===== src/rtl/cline_pkg.sv =====
package cline_pkg;

  localparam logic [5:0] PRIM_OP  = 6'd31;
  localparam logic [9:0] XO_FLUSH = 10'd86;
  localparam logic [9:0] XO_CLEAN = 10'd54;
  localparam logic [9:0] XO_DROP  = 10'd470;
  localparam logic [9:0] XO_ZERO  = 10'd1014;

  typedef enum logic [2:0] {
    OP_NONE  = 3'd0,
    OP_FLUSH = 3'd1,
    OP_CLEAN = 3'd2,
    OP_DROP  = 3'd3,
    OP_ZERO  = 3'd4
  } line_op_t;

  typedef enum logic [1:0] {
    ST_IDLE = 2'd0,
    ST_EXEC = 2'd1,
    ST_WB   = 2'd2,
    ST_FIN  = 2'd3
  } ctl_state_t;

endpackage


===== src/rtl/cline_decode.sv =====
module cline_decode
  import cline_pkg::*;
#(
  parameter int ADDR_W = 64
) (
  input  logic [31:0]       instr,
  input  logic [ADDR_W-1:0] ra_val,
  input  logic [ADDR_W-1:0] rb_val,
  output line_op_t          op,
  output logic [ADDR_W-1:0] ea
);

  logic [5:0]        prim;
  logic [9:0]        xo;
  logic [4:0]        ra_num;
  logic [ADDR_W-1:0] base;

  assign prim   = instr[31:26];
  assign ra_num = instr[20:16];
  assign xo     = instr[10:1];

  // a zero register number means a literal zero base
  assign base = (ra_num == 5'd0) ? '0 : ra_val;
  assign ea   = base + rb_val;

  always_comb begin
    op = OP_NONE;
    if (prim == PRIM_OP) begin
      unique case (xo)
        XO_FLUSH: op = OP_FLUSH;
        XO_CLEAN: op = OP_CLEAN;
        XO_DROP:  op = OP_DROP;
        XO_ZERO:  op = OP_ZERO;
        default:  op = OP_NONE;
      endcase
    end
  end

  logic unused_bits;
  assign unused_bits = ^{instr[25:21], instr[15:11], instr[0]};

endmodule


===== src/rtl/cline_store.sv =====
module cline_store #(
  parameter int LINES = 8,
  parameter int TAG_W = 54,
  localparam int IDX_W = $clog2(LINES)
) (
  input  logic             clk,
  input  logic             rst_n,
  input  logic [IDX_W-1:0] rd_idx,
  output logic             rd_valid,
  output logic             rd_dirty,
  output logic [TAG_W-1:0] rd_tag,
  input  logic             upd_en,
  input  logic [TAG_W-1:0] upd_tag,
  input  logic             upd_valid,
  input  logic             upd_dirty
);

  logic [LINES-1:0] valid_q;
  logic [LINES-1:0] dirty_q;
  logic [TAG_W-1:0] tag_q [LINES];

  for (genvar g = 0; g < LINES; g++) begin : g_line
    logic sel;
    assign sel = upd_en && (rd_idx == IDX_W'(g));

    always_ff @(posedge clk or negedge rst_n) begin
      if (!rst_n) begin
        valid_q[g] <= 1'b0;
        dirty_q[g] <= 1'b0;
        tag_q[g]   <= '0;
      end else if (sel) begin
        valid_q[g] <= upd_valid;
        dirty_q[g] <= upd_dirty;
        tag_q[g]   <= upd_tag;
      end
    end


    dirty_needs_valid_chk: assert property (@(posedge clk) disable iff (!rst_n)
      dirty_q[g] |-> valid_q[g]);
  end

  assign rd_valid = valid_q[rd_idx];
  assign rd_dirty = dirty_q[rd_idx];
  assign rd_tag   = tag_q[rd_idx];

endmodule


===== src/rtl/cline_wbseq.sv =====
module cline_wbseq #(
  parameter int WB_CYCLES = 4,
  parameter int LADDR_W   = 57,
  localparam int CNT_W    = $clog2(WB_CYCLES + 1)
) (
  input  logic               clk,
  input  logic               rst_n,
  input  logic               start,
  input  logic [LADDR_W-1:0] start_addr,
  output logic               last,
  output logic               wr_en,
  output logic [LADDR_W-1:0] wr_addr
);

  logic               act_q, act_d;
  logic [CNT_W-1:0]   cnt_q, cnt_d;
  logic [LADDR_W-1:0] addr_q;
  logic               addr_en;

  assign last    = act_q && (cnt_q == CNT_W'(WB_CYCLES - 1));
  assign addr_en = start && !act_q;

  always_comb begin
    act_d = act_q;
    cnt_d = cnt_q;
    if (addr_en) begin
      act_d = 1'b1;
      cnt_d = '0;
    end else if (act_q) begin
      if (last) act_d = 1'b0;
      cnt_d = cnt_q + CNT_W'(1);
    end
  end

  always_ff @(posedge clk or negedge rst_n) begin
    if (!rst_n) begin
      act_q <= 1'b0;
      cnt_q <= '0;
    end else begin
      act_q <= act_d;
      cnt_q <= cnt_d;
    end
  end

  always_ff @(posedge clk or negedge rst_n) begin
    if (!rst_n)       addr_q <= '0;
    else if (addr_en) addr_q <= start_addr;
  end

  assign wr_en   = act_q;
  assign wr_addr = addr_q;


  wb_window_chk: assert property (@(posedge clk) disable iff (!rst_n)
    wr_en |-> (cnt_q < CNT_W'(WB_CYCLES)));


  wb_addr_hold_chk: assert property (@(posedge clk) disable iff (!rst_n)
    wr_en |=> (!wr_en || $stable(wr_addr)));

endmodule


===== src/rtl/cline_maint.sv =====
module cline_maint
  import cline_pkg::*;
#(
  parameter int ADDR_W     = 64,
  parameter int LINE_BYTES = 128,
  parameter int LINES      = 8,
  parameter int WB_CYCLES  = 4,
  localparam int OFF_W     = $clog2(LINE_BYTES),
  localparam int IDX_W     = $clog2(LINES),
  localparam int TAG_W     = ADDR_W - OFF_W - IDX_W,
  localparam int LADDR_W   = ADDR_W - OFF_W
) (
  input  logic               clk,
  input  logic               rst_n,
  input  logic               cmd_valid,
  input  logic [31:0]        cmd_instr,
  input  logic [ADDR_W-1:0]  cmd_ra_val,
  input  logic [ADDR_W-1:0]  cmd_rb_val,
  input  logic               cmd_user,
  input  logic               xlate_fault,
  output logic               busy,
  output logic               done,
  output logic               fault_dsi,
  output logic               fault_priv,
  output logic               mem_wr_en,
  output logic [LADDR_W-1:0] mem_wr_addr
);

  // reset: asserted asynchronously, released on a clock edge
  logic [1:0] rst_sync_q;
  logic       rst_n_i;

  always_ff @(posedge clk or negedge rst_n) begin
    if (!rst_n) rst_sync_q <= 2'b00;
    else        rst_sync_q <= {rst_sync_q[0], 1'b1};
  end
  assign rst_n_i = rst_sync_q[1];

  // decode
  line_op_t          dec_op;
  logic [ADDR_W-1:0] dec_ea;

  cline_decode #(.ADDR_W(ADDR_W)) u_dec (
    .instr  (cmd_instr),
    .ra_val (cmd_ra_val),
    .rb_val (cmd_rb_val),
    .op     (dec_op),
    .ea     (dec_ea)
  );

  // command registers
  ctl_state_t       state_q, state_d;
  line_op_t         op_q;
  logic [TAG_W-1:0] tag_q;
  logic [IDX_W-1:0] idx_q;
  logic             fpriv_q, fdsi_q;
  logic             accept;

  assign accept = cmd_valid && (state_q == ST_IDLE);

  always_ff @(posedge clk or negedge rst_n_i) begin
    if (!rst_n_i) begin
      op_q    <= OP_NONE;
      tag_q   <= '0;
      idx_q   <= '0;
      fpriv_q <= 1'b0;
      fdsi_q  <= 1'b0;
    end else if (accept) begin
      op_q    <= dec_op;
      tag_q   <= dec_ea[ADDR_W-1 -: TAG_W];
      idx_q   <= dec_ea[OFF_W +: IDX_W];
      fpriv_q <= (dec_op == OP_DROP) && cmd_user;
      fdsi_q  <= (dec_op != OP_NONE) && xlate_fault
                 && !((dec_op == OP_DROP) && cmd_user);
    end
  end

  logic unused_off;
  assign unused_off = ^dec_ea[OFF_W-1:0];

  // line state
  logic             ln_valid, ln_dirty;
  logic [TAG_W-1:0] ln_tag;
  logic             upd_en, upd_valid, upd_dirty;
  logic [TAG_W-1:0] upd_tag;

  cline_store #(.LINES(LINES), .TAG_W(TAG_W)) u_store (
    .clk       (clk),
    .rst_n     (rst_n_i),
    .rd_idx    (idx_q),
    .rd_valid  (ln_valid),
    .rd_dirty  (ln_dirty),
    .rd_tag    (ln_tag),
    .upd_en    (upd_en),
    .upd_tag   (upd_tag),
    .upd_valid (upd_valid),
    .upd_dirty (upd_dirty)
  );

  // action decision (stable from EXEC through WB)
  logic               hit, faulted, need_wb, do_upd;
  logic [LADDR_W-1:0] wb_addr;

  assign hit     = ln_valid && (ln_tag == tag_q);
  assign faulted = fpriv_q || fdsi_q;

  always_comb begin
    need_wb   = 1'b0;
    do_upd    = 1'b0;
    wb_addr   = {tag_q, idx_q};
    upd_tag   = ln_tag;
    upd_valid = ln_valid;
    upd_dirty = ln_dirty;
    unique case (op_q)
      OP_FLUSH: begin
        need_wb   = hit && ln_dirty;
        do_upd    = hit;
        upd_valid = 1'b0;
        upd_dirty = 1'b0;
      end
      OP_CLEAN: begin
        need_wb   = hit && ln_dirty;
        do_upd    = hit && ln_dirty;
        upd_dirty = 1'b0;
      end
      OP_DROP: begin
        do_upd    = hit;
        upd_valid = 1'b0;
        upd_dirty = 1'b0;
      end
      OP_ZERO: begin
        need_wb   = ln_valid && ln_dirty && !hit;
        wb_addr   = {ln_tag, idx_q};
        do_upd    = 1'b1;
        upd_tag   = tag_q;
        upd_valid = 1'b1;
        upd_dirty = 1'b1;
      end
      default: ;
    endcase
  end

  // write-back sequencer
  logic wb_start, wb_last;

  assign wb_start = (state_q == ST_EXEC) && !faulted && need_wb;

  cline_wbseq #(.WB_CYCLES(WB_CYCLES), .LADDR_W(LADDR_W)) u_wb (
    .clk        (clk),
    .rst_n      (rst_n_i),
    .start      (wb_start),
    .start_addr (wb_addr),
    .last       (wb_last),
    .wr_en      (mem_wr_en),
    .wr_addr    (mem_wr_addr)
  );

  assign upd_en = do_upd && !faulted &&
                  (((state_q == ST_EXEC) && !need_wb) ||
                   ((state_q == ST_WB) && wb_last));

  // control state machine
  always_comb begin
    state_d = state_q;
    unique case (state_q)
      ST_IDLE: if (accept) state_d = ST_EXEC;
      ST_EXEC: state_d = wb_start ? ST_WB : ST_FIN;
      ST_WB:   if (wb_last) state_d = ST_FIN;
      ST_FIN:  state_d = ST_IDLE;
      default: state_d = ST_IDLE;
    endcase
  end

  always_ff @(posedge clk or negedge rst_n_i) begin
    if (!rst_n_i) state_q <= ST_IDLE;
    else          state_q <= state_d;
  end

  assign busy       = (state_q != ST_IDLE);
  assign done       = (state_q == ST_FIN);
  assign fault_priv = done && fpriv_q;
  assign fault_dsi  = done && fdsi_q;


  done_pulse_chk: assert property (@(posedge clk) disable iff (!rst_n_i)
    done |=> !done);


  wr_inside_busy_chk: assert property (@(posedge clk) disable iff (!rst_n_i)
    mem_wr_en |-> (busy && !done));


  fault_exclusive_chk: assert property (@(posedge clk) disable iff (!rst_n_i)
    (fault_dsi || fault_priv) |-> (done && !(fault_dsi && fault_priv)));


  fault_no_write_chk: assert property (@(posedge clk) disable iff (!rst_n_i)
    (state_q == ST_EXEC && faulted) |=> (!mem_wr_en && done));


  exec_after_accept_chk: assert property (@(posedge clk) disable iff (!rst_n_i)
    accept |=> (state_q == ST_EXEC));

endmodule


===== config.mk =====
export PLATFORM = sky130hd
export DESIGN_NAME = cline_maint
export DESIGN_NICKNAME = d
export VERILOG_FILES = /design/src/rtl/cline_pkg.sv /design/src/rtl/cline_decode.sv /design/src/rtl/cline_store.sv /design/src/rtl/cline_wbseq.sv /design/src/rtl/cline_maint.sv
export SDC_FILE = /design/constraint.sdc
export NUM_CORES = 1
export LEC_CHECK = 0
export BUFFER_PORTS_ARGS = -buffer_cell sky130_fd_sc_hd__buf_2
export CAP_MARGIN = 20
export CORE_ASPECT_RATIO = 1.2
export CORE_MARGIN = 2
export CORE_UTILIZATION = 45
export DETAILED_ROUTE_END_ITERATION = 10
export GPL_TIMING_DRIVEN = 0
export PLACE_DENSITY = 0.73
export SLEW_MARGIN = 20
export SYNTH_ARGS = -nofsm -noshare
export SYNTH_HDL_FRONTEND = slang
export SYNTH_SLANG_ARGS = --single-unit

===== constraint.sdc =====
create_clock -name clk -period 33.9 [get_ports clk]
set_input_delay 8.475 -clock clk [delete_from_list [all_inputs] [get_ports clk]]
set_output_delay 8.475 -clock clk [all_outputs]
set_load 0.005 [all_outputs]

==> results of run 1 <==
[power by group]
| group | total, uW | leakage, uW | switching [uW] | internal, uW |
|---|---|---|---|---|
| Combinational | 1040 | 0.00881 | 661 | 380 |
| Clock | 617 | 0.000864 | 269 | 348 |
| Sequential | 958 | 0.00788 | 126 | 832 |
[per-stage QoR]
| step | util (%) | instances | area, sq um |
|---|---|---|---|
| finish | 51.6 | 3984 | 35900 |
| global route | 51.6 | 3984 | 35900 |
| global placement | 48.6 | 3881 | 33800 |
| detailed placement | 49.0 | 3892 | 34100 |
| CTS | 51.6 | 3984 | 35900 |
| floorplan | - | 2748 | 31600 |
[worst max path at each step]
stage | from | end | slack (ns)
5_1_grt | cmd_instr[18] | tag_q[51] | 19.72
6_report | cmd_instr[18] | tag_q[51] | 19.74
3_5_place_dp | cmd_instr[18] | tag_q[51] | 19.30
4_1_cts | cmd_instr[18] | tag_q[51] | 19.93
3_3_place_gp | rst_sync_q[1] | u_wb.wr_addr[12] | 10.28
2_1_floorplan | rst_sync_q[1] | fdsi_q | 16.69
[cell usage after synthesis, types with 5 or more instances]
library cell,instances
sky130_fd_sc_hd__nor2_1,134
sky130_fd_sc_hd__o21bai_1,11
sky130_fd_sc_hd__a22oi_1,7
sky130_fd_sc_hd__a31oi_1,19
sky130_fd_sc_hd__and3_1,10
sky130_fd_sc_hd__nand2b_1,7
sky130_fd_sc_hd__o22ai_1,37
sky130_fd_sc_hd__and2_1,6
sky130_fd_sc_hd__nand3_1,30
sky130_fd_sc_hd__a211oi_1,21
sky130_fd_sc_hd__nand2_1,263
sky130_fd_sc_hd__o221ai_1,6
sky130_fd_sc_hd__buf_4,40
sky130_fd_sc_hd__mux2_4,72
sky130_fd_sc_hd__or3_1,9
sky130_fd_sc_hd__a221o_1,5
sky130_fd_sc_hd__nor2b_1,75
sky130_fd_sc_hd__a2bb2oi_1,9
sky130_fd_sc_hd__o21ai_1,18
sky130_fd_sc_hd__nor4_1,15
sky130_fd_sc_hd__o31ai_1,5
sky130_fd_sc_hd__inv_1,38
sky130_fd_sc_hd__o2111ai_1,5
sky130_fd_sc_hd__o21a_1,9
sky130_fd_sc_hd__o311ai_0,10
sky130_fd_sc_hd__mux2_2,486
sky130_fd_sc_hd__xnor2_1,47
sky130_fd_sc_hd__o21ai_0,110
sky130_fd_sc_hd__o32ai_1,5
sky130_fd_sc_hd__dfrtp_1,575
sky130_fd_sc_hd__buf_1,8
sky130_fd_sc_hd__mux4_2,54
sky130_fd_sc_hd__buf_6,16
sky130_fd_sc_hd__a21oi_1,132
sky130_fd_sc_hd__a21o_1,36
sky130_fd_sc_hd__a221oi_1,9
sky130_fd_sc_hd__nand4_1,31
sky130_fd_sc_hd__mux2i_1,80
sky130_fd_sc_hd__clkbuf_1,82
sky130_fd_sc_hd__xor2_1,27
sky130_fd_sc_hd__nor3_1,31
sky130_fd_sc_hd__ha_1,69
sky130_fd_sc_hd__buf_2,33
sky130_fd_sc_hd__a2111oi_0,5
[routing by layer]
metal	vias up	share of wire, %	global-route usage, %
li1	10600	-	-
met1	12200	38	34.6
met2	1203	47	46.8
met3	368	7.9	5.35
met4	4	7.4	17.9
met5	-	0.026	0
[cell families after synthesis]
group / count (synthesis) / share of synthesized area, %
AND/OR/NAND/NOR: 632 / 9.23
flip-flops: 575 / 45.5
multiplexers: 694 / 27.3
adder cells (fa/ha/maj): 69 / 2.73
AO/OA/AOI/OAI: 485 / 9.64
other: 1 / 0.0119
XOR/XNOR: 74 / 2.05
buffers and inverters: 218 / 3.57
[sequential cells by signal, indices dropped and copies added (netlist names)]
| name | count |
|---|---|
| u_wb.wr_addr | 57 |
| idx_q | 3 |
| u_store.dirty_q | 8 |
| tag_q | 54 |
| u_wb.cnt_q | 3 |
| u_wb.wr_en | 1 |
| u_store.tag_q | 432 |
| fdsi_q | 1 |
| rst_sync_q | 2 |
| fpriv_q | 1 |
| u_store.valid_q | 8 |
| op_q | 3 |
| state_q | 2 |
[final cells by class]
| type | instances | area, sq um |
|---|---|---|
| Clock inverter | 15 | 206 |
| Fill cell | 6204 | 33700 |
| Tap cell | 918 | 1150 |
| Timing Repair Buffer | 226 | 1360 |
| Sequential cell | 575 | 14400 |
| Inverter | 39 | 146 |
| Clock buffer | 77 | 1560 |
| Buffer | 179 | 983 |
| Multi-Input combinational cell | 1955 | 16100 |
==> flow_metrics.tcl, run 1 <==
set metrics [dict create \
    outcome "finished, final reports clean" \
    critical_path.n_buffers_inverters 2 \
    power.density_cell_area_mw_per_mm2 72.9 \
    syn-num-nets 2982 \
    hold_buffers 0 \
    post_synth.cell_area_avg_sq_um 11.5 \
    first_global_vias 24300 \
    setup_ws_ns 19.74 \
    timing.rr.end "u_store.tag_q[261]" \
    timing.reg2reg.setup_slack_ns 28.19 \
    route.final.wire_length_um 104000 \
    top_area_cell_type_share_of_the_netlist_area_pct 45.5 \
    end_kind "flip-flop" \
    insertedDiodeCount 0 \
    areaGrowthSynthToFinish_pct 13.5 \
    drt-vias-per-instance 6.10 \
    numClockSinks 575 \
    drv_slew 0 \
    min-delay-start "rst_sync_q[0]" \
    gpl.final_weighted_congestion 1.01 \
    finalCriticalPeriod_ns 14.16 \
    setup.worst_path.start_class "primary input" \
    slowest_delay_ns 0.98 \
    power.leakage_uw 0.0176 \
    synth.ff_latch_count 575 \
    detailedRoute.firstIterationViolations 2398 \
    period_utilization_post_route_pct 41.8 \
    synthCells 2748 \
    layout.nets 3263 \
    whs_endpoint "rst_sync_q[1]" \
    tritoncts.num_buffers 53 \
    cap_viol_max_count 0 \
    worstMarginPinSlew_ns 1.14 \
    synth_async_sr_flop_share_pct 100 \
    yosys_most_used_dff "sky130_fd_sc_hd__dfrtp_1" \
    core_area_sq_mm 0.0696 \
    cts.repair_timing.setup_buffer_count 0 \
    layout_common_cells "574 x sky130_fd_sc_hd__dfrtp_1, 486 x sky130_fd_sc_hd__mux2_2, 263 x sky130_fd_sc_hd__nand2_1" \
    ioPinCount 227 \
    maxClockFrequency_mhz 70.6 \
    finClkSkew_ns 0.0307 \
    vias 24300 \
    netlist.top_cell.by_area "sky130_fd_sc_hd__dfrtp_1" \
    timing.critical_path.arrival_ns 14.63 \
    wl_per_cell_um 26.2 \
    design.die.area_sq_mm 0.0724 \
    grt_start_max_net_pins 59 \
    sum_of_net_half_perimeters_after_detailed_placement_um 75500 \
    die_w_um 246 \
    worstHoldPathCells 0 \
    rsz0062_at_grt "false" \
    crit_path_top_delay_cell "sky130_fd_sc_hd__nor4_1" \
    clk_transition_reported_paths_ns 0.06 \
    floorplan.initialDensity_pct 45.4 \
    timing.setup.tns_ns 0 \
    p_total_uw 2620 \
    crit_chain "buf_2 > or4_1 > nor2_1 > clkbuf_1 > nor2b_1 > ha_1 > nand4_1 > a2111o_1 > a31oi_1 > a21oi_1 > nor4_1 > o21ai_0 > o21ai_0 > a21oi_1 > or3b_2" \
    hp-class "reg2reg" \
    ff2ff_path_depth 15 \
    post-route-drc-count 0 \
    synth.distinct_cells 73 \
    pre_cts_slack_ns 19.30 \
    grt_overflow_total 0 \
    final.hold.worst_slack_ns 0.349 \
    detail-route-antenna-nets 0 \
    crit_path_max_fanout 10 \
    ys.warnings.count 0 \
    clkLatencyLatePin_ns 0.61 \
    layout.cells.most_common "sky130_fd_sc_hd__dfrtp_1" \
    h-tree-depth 2 \
    number_of_antenna_violations_at_the_first_check_in_global_routing 2 \
    num_rows 106 \
    grtUsageTotal_pct 28.5 \
    router_iterations_before_antenna_repair 6 \
    dieHeight_um 294 \
    reg_to_reg_start "idx_q[2]" \
    cts_repair_resize_count 0 \
    cts_buffer_depth 3 \
    finalSetupViolCount 0 \
    worst-setup-path-type "in2reg" \
    layout-drive-gt1-share_pct 33.3 \
    count_of_flip_flops_with_a_built_in_enable_after_synthesis 0 \
    synth_seq_area_share_pct 45.5 \
    grt_first_pass_wirelength_um 153000 \
    worst_ir_drop_vdd_mv 0.0503 \
    place.port_buffers 215 \
    max-slew-margin-rel_pct 24.1 \
    hold_viol_final 0 \
    cts_tree "yes" \
    required_time_at_the_worst_slack_endpoint_ns 34.37 \
    cts_root_buf "sky130_fd_sc_hd__clkbuf_16" \
    syn_area_sq_mm 0.0316 \
    number_of_cells_on_the_critical_path 15 \
    synth.top_cells.by_area "sky130_fd_sc_hd__dfrtp_1 46%, sky130_fd_sc_hd__mux2_2 17%, sky130_fd_sc_hd__mux4_2 3.8%, sky130_fd_sc_hd__mux2_4 3.4%, sky130_fd_sc_hd__nand2_1 3.1%" \
    critical_path.top_delay_family "simple AND/OR/NAND/NOR gates" \
]
(Power assumes the default switching activity.)
==> inputs of run 2 (changes only) <==
--- a/config.mk
+++ b/config.mk
@@ -12,7 +12,7 @@
 export CORE_UTILIZATION = 45
 export DETAILED_ROUTE_END_ITERATION = 10
 export GPL_TIMING_DRIVEN = 0
-export PLACE_DENSITY = 0.73
+export PLACE_DENSITY = 0.76
 export SLEW_MARGIN = 20
 export SYNTH_ARGS = -nofsm -noshare
 export SYNTH_HDL_FRONTEND = slang
==> constraint.sdc (replaced) <==
create_clock -name clk -period 11.5 [get_ports clk]
set_input_delay 2.875 -clock clk [delete_from_list [all_inputs] [get_ports clk]]
set_output_delay 2.875 -clock clk [all_outputs]
set_load 0.005 [all_outputs]
==> flow_metrics.tcl, run 2 (synthesized netlist as in run 1, its figures left out) <==
set metrics [dict create \
    outcome "finished, final reports clean" \
    power.density_cell_area_mw_per_mm2 214 \
    floorplan.initialDensity_pct 45.4 \
    detailed_place.area_sq_mm 0.0341 \
    place.port_buffers 215 \
    power.combinational.fraction_pct 39.8 \
    final_design_area_no_fill_sq_mm 0.0359 \
    timing.setup.tns_ns 0 \
    required_time_at_the_worst_slack_endpoint_ns 11.97 \
    cts.repair_timing.setup_buffer_count 0 \
    setup_ws_ns 3.15 \
    num_rows 106 \
    p_int_uw 4600 \
    period_utilization_post_route_pct 72.7 \
    layout_common_cells "574 x sky130_fd_sc_hd__dfrtp_1, 486 x sky130_fd_sc_hd__mux2_2, 263 x sky130_fd_sc_hd__nand2_1" \
    layout.nets 3263 \
    sum_of_net_half_perimeters_after_detailed_placement_um 75000 \
    finClkSkew_ns 0.0230 \
    design.die.area_sq_mm 0.0724 \
    worstMarginPinSlew_ns 1.21 \
    grtUsageTotal_pct 28.5 \
    areaGrowthSynthToFinish_pct 13.5 \
    core_area_sq_mm 0.0696 \
    timing.rr.end "u_store.tag_q[402]" \
    final_core_utilization_pct 51.6 \
    finalCriticalPeriod_ns 8.35 \
    insertedDiodeCount 0 \
    finalSetupViolCount 0 \
    die_w_um 246 \
    max-slew-margin-rel_pct 19.1 \
    hold_buffers 0 \
    rsz0062_at_grt "false" \
    switching_share_pct 40.3 \
    placedCellCount 3892 \
    crit_path_max_fanout 10 \
    maxClockFrequency_mhz 120 \
    layout-drive-gt1-share_pct 33.5 \
    seqPwrFrac_pct 36.7 \
    reg_to_reg_start "idx_q[0]" \
    ff2ff_path_depth 15 \
    h-tree-depth 2 \
    cts_buffer_depth 3 \
    end_kind "flip-flop" \
    grt_first_pass_wirelength_um 153000 \
    grt_start_max_net_pins 59 \
    ioPinCount 227 \
    regMostFlops "u_store.tag_q" \
    first_global_vias 24400 \
    drt-vias-per-instance 6.06 \
    hp-class "reg2async" \
    hold_viol_final 0 \
    vias 24200 \
    power.clock.fraction_pct 23.5 \
    cts_root_buf "sky130_fd_sc_hd__clkbuf_16" \
    gpl.final_weighted_congestion 1.00 \
    layout.cells.most_common "sky130_fd_sc_hd__dfrtp_1" \
    grt_overflow_total 0 \
    tritoncts.num_buffers 53 \
    timing.critical_path.arrival_ns 8.83 \
    fin_cells 3988 \
    timing.reg2reg.setup_slack_ns 5.86 \
    cts_repair_resize_count 0 \
    worst_ir_drop_vdd_mv 0.129 \
    detailedRoute.firstIterationViolations 2251 \
    router_iterations_before_antenna_repair 6 \
    number_of_antenna_violations_at_the_first_check_in_global_routing 1 \
    pre_cts_slack_ns 2.65 \
    power.leakage_uw 0.0176 \
    cap_viol_max_count 0 \
    clkLatencyLatePin_ns 0.60 \
    cts_tree "yes" \
    wl_per_cell_um 26.1 \
    numClockSinks 575 \
    post-route-drc-count 0 \
    dieHeight_um 294 \
    clk_transition_reported_paths_ns 0.06 \
    setup.worst_path.start_class "primary input" \
    total_switching_power_uw 3100 \
    route.final.wire_length_um 104000 \
    largest_register_ffs 432 \
    drv_slew 0 \
    worst-setup-path-type "in2reg" \
    detail-route-antenna-nets 0 \
]
[run 2: changes by cell type in the layout (fill, tap and decap cells not counted), sizes merged]
| cell | delta |
|---|---|
| bufinv | -1 |
| clkinv | +6 |
| clkbuf | -1 |
[run 2: final cells by class]
class                   count  area (sq um)
flip-flops and latches    575         14400
repair buffers            226          1360
plain buffers             179           983
inverters                  39           146
clock buffers              76          1590
fillers                  6084         33700
multi-input cells        1955         16100
well taps                 918          1150
clock inverters            20           184
[run 2: worst max path at each step]
| stage | cells after the start | end | start | slack, ns |
|---|---|---|---|---|
| 2_1_floorplan | 0 | fdsi_q | rst_sync_q[1] | 2.15 |
| 3_3_place_gp | 0 | u_wb.wr_addr[25] | rst_sync_q[1] | -1.30 |
| 3_5_place_dp | 15 | tag_q[51] | cmd_instr[18] | 2.65 |
| 4_1_cts | 15 | tag_q[51] | cmd_instr[18] | 3.23 |
| 5_1_grt | 15 | tag_q[51] | cmd_instr[18] | 3.06 |
| 6_report | 15 | tag_q[51] | cmd_instr[18] | 3.15 |
[run 2: metal layers]
layer | vias up | wire [um] | part of all wire (%) | GRT usage, %
met2 | 1255 | 48800 | 47 | 46.3
met1 | 12000 | 38400 | 37 | 34.5
met3 | 358 | 9160 | 8.8 | 5.67
met5 | - | 13 | 0.012 | 0
li1 | 10600 | - | - | -
met4 | 2 | 7720 | 7.4 | 18.6
[run 2: worst max-delay path: stages]
cell and delay [ns]:
sky130_fd_sc_hd__buf_2 0.09, sky130_fd_sc_hd__or4_1 0.59, sky130_fd_sc_hd__nor2_1 0.58, sky130_fd_sc_hd__clkbuf_1 0.42, sky130_fd_sc_hd__nor2b_1 0.09, sky130_fd_sc_hd__ha_1 0.38, sky130_fd_sc_hd__nand4_1 0.26, sky130_fd_sc_hd__a2111o_1 0.45
sky130_fd_sc_hd__a31oi_1 0.40, sky130_fd_sc_hd__a21oi_1 0.18, sky130_fd_sc_hd__nor4_1 0.88, sky130_fd_sc_hd__o21ai_0 0.27, sky130_fd_sc_hd__o21ai_0 0.72, sky130_fd_sc_hd__a21oi_1 0.14, sky130_fd_sc_hd__or3b_2 0.49
[run 2: power by group through the flow]
| stage | Clock [uW] | Combinational (uW) | Sequential (uW) |
|---|---|---|---|
| 6_report | 1810 | 3060 | 2820 |
| 5_1_grt | 1890 | 3220 | 2850 |
| 4_1_cts | 1810 | 2970 | 2790 |
| 3_5_place_dp | 0 | 2960 | 2820 |
| 3_3_place_gp | 0 | 2860 | 2840 |
| 2_1_floorplan | 0 | 1940 | 2700 |
[run 2: per-stage QoR]
step | power [uW] | hold slack [ns]
floorplan | 4640 | 0.331
global placement | 5700 | 0.339
detailed placement | 5780 | 0.339
CTS | 7580 | 0.343
global route | 7970 | 0.371
finish | 7700 | 0.320
==> inputs of run 3 (changes only) <==
--- a/config.mk
+++ b/config.mk
@@ -12,7 +12,7 @@
 export CORE_UTILIZATION = 45
 export DETAILED_ROUTE_END_ITERATION = 10
 export GPL_TIMING_DRIVEN = 0
-export PLACE_DENSITY = 0.76
+export PLACE_DENSITY = 0.73
 export SLEW_MARGIN = 20
 export SYNTH_ARGS = -nofsm -noshare
 export SYNTH_HDL_FRONTEND = slang
==> constraint.sdc (replaced) <==
create_clock -name clk -period 8.6 [get_ports clk]
set_input_delay 2.15 -clock clk [delete_from_list [all_inputs] [get_ports clk]]
set_output_delay 2.15 -clock clk [all_outputs]
set_load 0.005 [all_outputs]
==> flow_metrics.tcl, run 3 (synthesized netlist as in run 1, its figures left out) <==
set metrics [dict create \
    h-tree-depth 2 \
    floorplan.initialDensity_pct 45.4 \
    cts.repair_timing.setup_buffer_count 0 \
    max-slew-margin-rel_pct 23.7 \
    slowest_delay_ns 0.98 \
    fin_cells 3982 \
    router_iterations_before_antenna_repair 7 \
    dieHeight_um 294 \
    maxClockFrequency_mhz 130 \
    place.port_buffers 215 \
    number_of_antenna_violations_at_the_first_check_in_global_routing 1 \
    period_utilization_post_route_pct 89.7 \
    core_area_sq_mm 0.0696 \
    setup.worst_path.start_class "primary input" \
    finalSetupViolCount 0 \
    hold_viol_final 0 \
    route.final.wire_length_um 105000 \
    outcome "finished, final reports clean" \
    layout_common_cells "574 x sky130_fd_sc_hd__dfrtp_1, 486 x sky130_fd_sc_hd__mux2_2, 263 x sky130_fd_sc_hd__nand2_1" \
    layout.cells.most_common "sky130_fd_sc_hd__dfrtp_1" \
    gpl.final_weighted_congestion 1.00 \
    cap_viol_max_count 0 \
    end_kind "flip-flop" \
    worstMarginPinSlew_ns 1.14 \
    hold_buffers 0 \
    ioPinCount 227 \
    layout.nets 3263 \
    crit_path_max_fanout 10 \
    detail-route-antenna-nets 0 \
    grt_start_max_net_pins 60 \
    power.leakage_uw 0.0175 \
    post-route-drc-count 0 \
    regMostFlops "u_store.tag_q" \
    rsz0062_at_grt "false" \
    num_rows 106 \
    tritoncts.num_buffers 53 \
    insertedDiodeCount 0 \
    grt_overflow_total 0 \
    finClkSkew_ns 0.0344 \
    design.die.area_sq_mm 0.0724 \
    detailedRoute.firstIterationViolations 2315 \
    clk_transition_reported_paths_ns 0.07 \
    crit_path_top_delay_cell "sky130_fd_sc_hd__nor4_1" \
    grtUsageTotal_pct 29.0 \
    required_time_at_the_worst_slack_endpoint_ns 9.08 \
    sum_of_net_half_perimeters_after_detailed_placement_um 75900 \
    grt_first_pass_wirelength_um 156000 \
    finalCriticalPeriod_ns 7.71 \
    wl_per_cell_um 26.5 \
    clkLatencyLatePin_ns 0.61 \
    drv_slew 0 \
    vias 24400 \
    first_global_vias 24500 \
    hp-class "reg2async" \
    numClockSinks 575 \
    cts_root_buf "sky130_fd_sc_hd__clkbuf_16" \
    power.density_cell_area_mw_per_mm2 287 \
    timing.critical_path.arrival_ns 8.19 \
    placedCellCount 3892 \
    die_w_um 246 \
    cts_tree "yes" \
    crit_chain "buf_2 > or4_1 > nor2_1 > clkbuf_1 > nor2b_1 > ha_1 > nand4_1 > a2111o_1 > a31oi_1 > a21oi_1 > nor4_1 > o21ai_0 > o21ai_0 > a21oi_1 > or3b_2" \
    areaGrowthSynthToFinish_pct 13.3 \
    worst_ir_drop_vdd_mv 0.176 \
    cts_buffer_depth 3 \
    cts_repair_resize_count 0 \
    timing.setup.tns_ns 0 \
    layout-drive-gt1-share_pct 33.2 \
    drt-vias-per-instance 6.14 \
    largest_register_ffs 432 \
    worst-setup-path-type "in2reg" \
]
-- run 3: cell count changes in the layout (fill, tap and decap cells not counted), moves of 3 or more --
cell                       change
sky130_fd_sc_hd__clkbuf_1      +6
sky130_fd_sc_hd__clkinv_2      -6
sky130_fd_sc_hd__buf_12        -3
sky130_fd_sc_hd__clkbuf_8      -8
sky130_fd_sc_hd__buf_16        +3
-- run 3: critical path, delay by kind of cell --
kind / cells / cell delay, ns
AND/OR/NAND/NOR: 6 / 2.91
AO/OA/AOI/OAI: 6 / 2.23
buffers and inverters: 2 / 0.49
adder cells (fa/ha/maj): 1 / 0.40
-- run 3: final timing paths --
| path | startpoint | to | slack (ns) | cells past startpoint |
|---|---|---|---|---|
| max | cmd_instr[18] | tag_q[51] | 0.89 | 15 |
| min reg2reg | rst_sync_q[1] | u_wb.wr_addr[49] | 0.13 | 0 |
| max in group asynchronous | rst_sync_q[1] | u_store.tag_q[114] | 6.67 | 5 |
| min in group clk | rst_sync_q[0] | rst_sync_q[1] | 0.35 | 0 |
| min | rst_sync_q[1] | u_wb.wr_addr[49] | 0.13 | 0 |
| max reg2reg | idx_q[0] | u_store.tag_q[308] | 2.83 | 15 |
-- run 3: routing by layer --
metal | global-route usage [%] | share of wire, %
met3 | 5.91 | 8.5
met1 | 35.0 | 37
met2 | 47.7 | 47
met5 | 0 | 0.022
met4 | 17.4 | 7.0
-- run 3: metrics by stage --
| stage | hold WS (ns) | setup slack [ns] | total power, uW | util [%] | area (sq um) |
|---|---|---|---|---|---|
| detailed placement | 0.128 | 0.475 | 7750 | 49.0 | 34100 |
| global route | 0.136 | 0.688 | 10600 | 51.5 | 35800 |
| finish | 0.132 | 0.886 | 10300 | 51.5 | 35800 |
| floorplan | 0.331 | 2.23 | 6200 | - | 31600 |
| CTS | 0.135 | 1.09 | 10100 | 51.5 | 35800 |
| global placement | 0.339 | 0.487 | 7640 | 48.6 | 33800 |
-- run 3: where the power goes --
part	internal, uW	total (uW)	switching, uW
clock	1310	2370	1060
combinational	1500	4130	2630
sequential	3280	3780	501
-- run 3: cell type report --
type / count / area (sq um)
fillers: 6146 / 33800
multi-input cells: 1955 / 16100
repair buffers: 226 / 1380
flip-flops and latches: 575 / 14400
clock buffers: 73 / 1470
plain buffers: 179 / 983
clock inverters: 17 / 208
well taps: 918 / 1150
inverters: 39 / 146
